==> src/rtl/sig_tdm_pkg.sv <==
package sig_tdm_pkg;
  localparam int NUM_CH = 32;
  localparam int CH_BITS = 8;
  localparam int NIB_W = 4;
  localparam int T1_CH = 24;
  localparam int SLOT_W = $clog2(NUM_CH);
  localparam int BIT_W = $clog2(CH_BITS);
  localparam int POS_W = SLOT_W + BIT_W;

  typedef enum logic [1:0] {
    MODE_T1_CAS = 2'b00,
    MODE_T1_CCS = 2'b01,
    MODE_E1_CAS = 2'b10,
    MODE_E1_CCS = 2'b11
  } sig_mode_e;

  // channel number carried by a frame position
  function automatic logic [SLOT_W-1:0] slot_of(input logic [POS_W-1:0] pos);
    return pos[POS_W-1:BIT_W];
  endfunction

  // bit index inside the channel, MSB sent first
  function automatic logic [BIT_W-1:0] bit_of(input logic [POS_W-1:0] pos);
    return ~pos[BIT_W-1:0];
  endfunction

  // E1 routed mode accepts only these source timeslots
  function automatic logic e1_route_src(input logic [SLOT_W-1:0] ts);
    return (ts == SLOT_W'(15)) || (ts == SLOT_W'(16)) || (ts == SLOT_W'(31));
  endfunction
endpackage

==> src/rtl/sig_bit_timer.sv <==
module sig_bit_timer
  import sig_tdm_pkg::*;
(
  input  logic             clk,
  input  logic             rst_n,
  input  logic             bit_en,
  input  logic             frame_start,
  output logic [POS_W-1:0] pos,
  output logic             frame_load
);
  assign frame_load = bit_en & frame_start;

  always_ff @(posedge clk) begin
    if (!rst_n)          pos <= '0;
    else if (frame_load) pos <= '0;
    else if (bit_en)     pos <= pos + POS_W'(1);
  end
endmodule

==> src/rtl/sig_frame_store.sv <==
module sig_frame_store
  import sig_tdm_pkg::*;
#(
  parameter int DEPTH = NUM_CH,
  parameter int DW    = NIB_W,
  localparam int AW   = $clog2(DEPTH)
) (
  input  logic                       clk,
  input  logic                       rst_n,
  input  logic                       we,
  input  logic [AW-1:0]              waddr,
  input  logic [DW-1:0]              wdata,
  input  logic                       load,
  output logic [DEPTH-1:0][DW-1:0]   shadow
);
  logic [DEPTH-1:0][DW-1:0] live;

  for (genvar i = 0; i < DEPTH; i++) begin : g_entry
    always_ff @(posedge clk) begin
      if (!rst_n) begin
        live[i]   <= '0;
        shadow[i] <= '0;
      end else begin
        if (load) shadow[i] <= live[i];
        if (we && waddr == AW'(i)) live[i] <= wdata;
      end
    end
  end
endmodule

==> src/rtl/sig_ccs_router.sv <==
module sig_ccs_router
  import sig_tdm_pkg::*;
(
  input  logic              clk,
  input  logic              rst_n,
  input  sig_mode_e         mode,
  input  logic              map_we,
  input  logic [SLOT_W-1:0] map_addr,
  input  logic [SLOT_W:0]   map_data,
  input  logic [SLOT_W-1:0] slot,
  output logic              hit,
  output logic [SLOT_W-1:0] src_ts
);
  logic [NUM_CH-1:0]             map_v;
  logic [NUM_CH-1:0][SLOT_W-1:0] map_c;
  logic [NUM_CH-1:0]             usable;

  for (genvar i = 0; i < NUM_CH; i++) begin : g_map
    always_ff @(posedge clk) begin
      if (!rst_n) begin
        map_v[i] <= 1'b0;
        map_c[i] <= '0;
      end else if (map_we && map_addr == SLOT_W'(i)) begin
        map_v[i] <= map_data[SLOT_W];
        map_c[i] <= map_data[SLOT_W-1:0];
      end
    end

    always_comb begin
      unique case (mode)
        MODE_T1_CCS: usable[i] = map_v[i] && (map_c[i] < SLOT_W'(T1_CH));
        MODE_E1_CCS: usable[i] = map_v[i] && e1_route_src(SLOT_W'(i));
        default:     usable[i] = 1'b0;
      endcase
    end
  end

  // scan downward so the lowest matching timeslot is the last to win
  always_comb begin
    hit    = 1'b0;
    src_ts = '0;
    for (int k = NUM_CH - 1; k >= 0; k--) begin
      if (usable[k] && map_c[k] == slot) begin
        hit    = 1'b1;
        src_ts = SLOT_W'(k);
      end
    end
  end
endmodule

==> src/rtl/sig_tdm_serializer.sv <==
module sig_tdm_serializer
  import sig_tdm_pkg::*;
(
  input  logic              clk,
  input  logic              rst_n,
  input  logic              bit_en,
  input  logic              frame_start,
  input  logic [1:0]        mode,
  input  logic              out_en,
  input  logic              nib_we,
  input  logic [SLOT_W-1:0] nib_addr,
  input  logic [NIB_W-1:0]  nib_data,
  input  logic              byte_we,
  input  logic [SLOT_W-1:0] byte_addr,
  input  logic [CH_BITS-1:0] byte_data,
  input  logic              map_we,
  input  logic [SLOT_W-1:0] map_addr,
  input  logic [SLOT_W:0]   map_data,
  output logic              ser_data,
  output logic              ser_oe
);
  sig_mode_e                        mode_e;
  logic [POS_W-1:0]                 pos;
  logic                             frame_load;
  logic [SLOT_W-1:0]                slot;
  logic [BIT_W-1:0]                 bpos;
  logic [NUM_CH-1:0][NIB_W-1:0]     nib_sh;
  logic [NUM_CH-1:0][CH_BITS-1:0]   byte_sh;
  logic                             ccs_hit;
  logic [SLOT_W-1:0]                ccs_ts;
  logic                             drive;
  logic                             bit_val;

  assign mode_e = sig_mode_e'(mode);
  assign slot   = slot_of(pos);
  assign bpos   = bit_of(pos);

  sig_bit_timer u_timer (
    .clk(clk), .rst_n(rst_n), .bit_en(bit_en), .frame_start(frame_start),
    .pos(pos), .frame_load(frame_load)
  );

  sig_frame_store #(.DEPTH(NUM_CH), .DW(NIB_W)) u_nib (
    .clk(clk), .rst_n(rst_n), .we(nib_we), .waddr(nib_addr),
    .wdata(nib_data), .load(frame_load), .shadow(nib_sh)
  );

  sig_frame_store #(.DEPTH(NUM_CH), .DW(CH_BITS)) u_byte (
    .clk(clk), .rst_n(rst_n), .we(byte_we), .waddr(byte_addr),
    .wdata(byte_data), .load(frame_load), .shadow(byte_sh)
  );

  sig_ccs_router u_route (
    .clk(clk), .rst_n(rst_n), .mode(mode_e), .map_we(map_we),
    .map_addr(map_addr), .map_data(map_data), .slot(slot),
    .hit(ccs_hit), .src_ts(ccs_ts)
  );

  always_comb begin
    drive   = 1'b0;
    bit_val = 1'b0;
    unique case (mode_e)
      MODE_T1_CAS: begin
        drive   = (bpos < BIT_W'(NIB_W)) && (slot < SLOT_W'(T1_CH));
        bit_val = nib_sh[slot][bpos[1:0]];
      end
      MODE_E1_CAS: begin
        drive   = (bpos < BIT_W'(NIB_W));
        bit_val = nib_sh[slot][bpos[1:0]];
      end
      MODE_T1_CCS, MODE_E1_CCS: begin
        drive   = ccs_hit;
        bit_val = byte_sh[ccs_ts][bpos];
      end
      default: begin
        drive   = 1'b0;
        bit_val = 1'b0;
      end
    endcase
  end

  assign ser_oe   = out_en & drive;
  assign ser_data = ser_oe & bit_val;
endmodule

==> config.mk <==
export PLATFORM = sky130hd
export DESIGN_NAME = sig_tdm_serializer
export DESIGN_NICKNAME = d
export VERILOG_FILES = /design/src/rtl/sig_tdm_pkg.sv /design/src/rtl/sig_bit_timer.sv /design/src/rtl/sig_frame_store.sv /design/src/rtl/sig_ccs_router.sv /design/src/rtl/sig_tdm_serializer.sv
export SDC_FILE = /design/constraint.sdc
export NUM_CORES = 2
export LEC_CHECK = 0
export CAP_MARGIN = 20
export CORE_ASPECT_RATIO = 0.75
export CORE_MARGIN = 8
export CORE_UTILIZATION = 47
export CTS_BUF_LIST = sky130_fd_sc_hd__clkbuf_8
export DETAILED_ROUTE_END_ITERATION = 10
export DONT_BUFFER_PORTS = 1
export PLACE_DENSITY = 0.64
export SLEW_MARGIN = 10
export SYNTH_ARGS = -nofsm -noshare
export SYNTH_HDL_FRONTEND = slang
export SYNTH_SLANG_ARGS = --single-unit
==> constraint.sdc <==
create_clock -name clk -period 11.58 [get_ports clk]
set_input_delay 2.316 -clock clk [delete_from_list [all_inputs] [get_ports clk]]
set_output_delay 2.316 -clock clk [all_outputs]
set_load 0.05 [all_outputs]
==> metrics <==
Root Driver clkbuf_8; largest net degree at the start of global routing 962; area share of the largest cell type after synthesis 44.9%; TritonRoute pass-1 iters 5; worst setup margin 1.65 ns; area delta synth->final 8.12%; vias per inst 5.52; fin area 46600 um^2; Critical Path Sink Type primary output; Starting Density 47.3%; CP Class input pin to primary output; Synth Net Count 4794; clock slew at reported path FFs 0.06 ns; first-pass GRT wire length 187 mm; post-synthesis async set-or-reset flop share 0%; gpl congestion 0.921; post-route ant nets 0; Synth Flop Type dfxtp_1; crit path max fanout 29; Slew Viols, Final 775; share of cells above drive strength 1 8.15%; via count 32644; H-tree depth 4; crit-path cells and2b_1, nand3_1, nor3_1, nor4_2, a211o_1, o21a_1, nor2_2, mux2_2, o221ai_1, o32ai_1, a2111oi_0, a311o_1, o211ai_1, buf_6; grt met1 use 35.3%; actual slew at the worst max-slew pin 4.49 ns; Syn Area/Cell 9.08 um^2; die footprint 102000 um^2; most frequent cells in the layout nand2_1, dfxtp_1, a21boi_0, mux2i_1, nor2b_1; std cell rows 96; Post-route DRC 0; cells after synthesis 4750; Worst VDD drop 116 uV; gr usage total 23.0%; post-CTS resize count 0; NumNets Final 4626; setup TNS 0 ns; grt met3 use 4.16%; status finished with violations; clock network latency to the later pin of the worst-skew pair 0.85 ns; pre-CTS WS 1.92 ns; Final HPWL DP 74.7 mm; Chip Height 278 um; I/O pin count 45; CTS buffer count 150; commonest non-fill, non-tap cell in the layout nand2_1; CTS Buffer Depth 3; CTS sink cnt 968; CTS Hold Bufs 0; # port buffers 0; Fillers 8562; Hold Path Class flip-flop to flip-flop; DRT Wirelength 122 mm; CTS tree built; initial drt markers 3461; number of post-CTS setup repair buffers 0; final hold viol count 0; post-synthesis sequential area ratio 44.9%; CP Data Arrival Time 7.62 ns; relative max-transition margin -199%; clock skew 0.0432 ns; yosys warns 0; Period Utilization, post-route 85.8%; PD cells 139 nW/um^2; vias in the first global route 30116; die extent in x 366 um; failing checks max-slew violations; Req. time, crit path 9.26 ns; Slowest cell on crit path nor2_2; final setup fails 0; met2 Use GR 32.2%; gr ovfl total 0; Worst setup SP type input pin; Top Usage Layer GRT met1; initial antenna violation count 2; fmax 0.101 GHz; Post-synth EDFFs 0; top cells by area, synth dfxtp_1, mux2i_1, a21boi_0; Core ar. 91200 um^2; area leader, netlist dfxtp_1; Tmin final 9.93 ns; Synth Cell Area 43100 um^2; leakage 16.2 nW; FF+latch count, synth 968; routed len/inst 20.6 um; Synth cell types 83; RSZ-0062 raised after global routing false; delay of the slowest cell on the worst path 0.84 ns; MaxCap Viol Count 0; DP Area 43700 um^2
-- metal layers --
layer	wire (um)	vias to the layer above
met5	0	-
met4	2890	0
met3	8320	167
met2	49700	949
met1	61200	15802
li1	-	15726
-- sequential cells by signal (all words and copies together) (netlist names) --
signal	cells
u_byte.live	256
u_byte.shadow	256
u_route.map_c	160
u_nib.live	128
u_nib.shadow	128
u_route.map_v	32
u_timer.pos	8
-- power by group --
| part | internal, mW | total (mW) | switching, mW |
|---|---|---|---|
| Sequential | 3.35 | 3.36 | 0.0112 |
| Combinational | 0.112 | 0.250 | 0.138 |
| Clock | 1.49 | 2.88 | 1.39 |
-- final timing paths --
kind	startpoint	to	slack, ns	cells past startpoint
worst max register to register	u_timer.pos[3]	u_timer.pos[7]	8.98	6
worst min-delay path	u_byte.live[66]	u_byte.shadow[66]	0.43	2
worst max-delay path	mode[1]	ser_data	1.65	14
worst min register to register	u_byte.live[66]	u_byte.shadow[66]	0.43	2
-- per-stage QoR --
stage / instances / hold slack [ns] / power (mW) / utilization, %
3_3_place_gp: 5651 / 0.444 / 3.66 / 47.9
6_report: 5912 / 0.426 / 6.49 / 51.2
2_1_floorplan: 4750 / 0.437 / 3.66 / -
3_5_place_dp: 5654 / 0.453 / 3.66 / 47.9
5_1_grt: 5912 / 0.469 / 6.69 / 51.2
4_1_cts: 5909 / 0.418 / 6.53 / 51.1
-- cells in the mapped netlist, types with 22 or more instances --
master / count
nand2_1: 1032
dfxtp_1: 968
a21boi_0: 534
mux2i_1: 496
nor2b_1: 442
clkbuf_1: 323
nand3_1: 221
xor2_1: 102
nor2_1: 76
nand2b_1: 49
mux4_2: 44
nor3_1: 40
and3_1: 34
o22ai_1: 27
a21oi_1: 26
xnor2_1: 26
o21ai_0: 23
buf_2: 22
-- cell type report --
class	count	area [um^2]	area share (%)
inverter	11	41.3	0.0885
tap	1225	1530	3.29
antenna	2	5.00	0.0107
clock inverter	74	457	0.979
clock buffer	181	2490	5.34
timing repair buffer	61	492	1.05
multi-input combinational	3390	22200	47.7
sequential	968	19400	41.6
-- cells by family after synthesis --
kind of cell               after synthesis  share of synthesized area (%)
DFF                                    968                           44.9
adders and majority gates                1                         0.0290
muxes                                  558                           14.3
buffers and inverters                  392                           3.75
AOI/OAI and AO/OA                      727                           12.6
xor gates and xnor gates               129                           2.64
and+or+nand+nor                       1975                           21.8
-- critical path: cells and delay by family --
kind,cells,cell delay (ns)
AND/OR/NAND/NOR,5,2.47
buffers and inverters,1,0.21
multiplexers,1,0.43
AO/OA/AOI/OAI,7,2.17
Note: power is estimated with default switching activity, not from simulation.
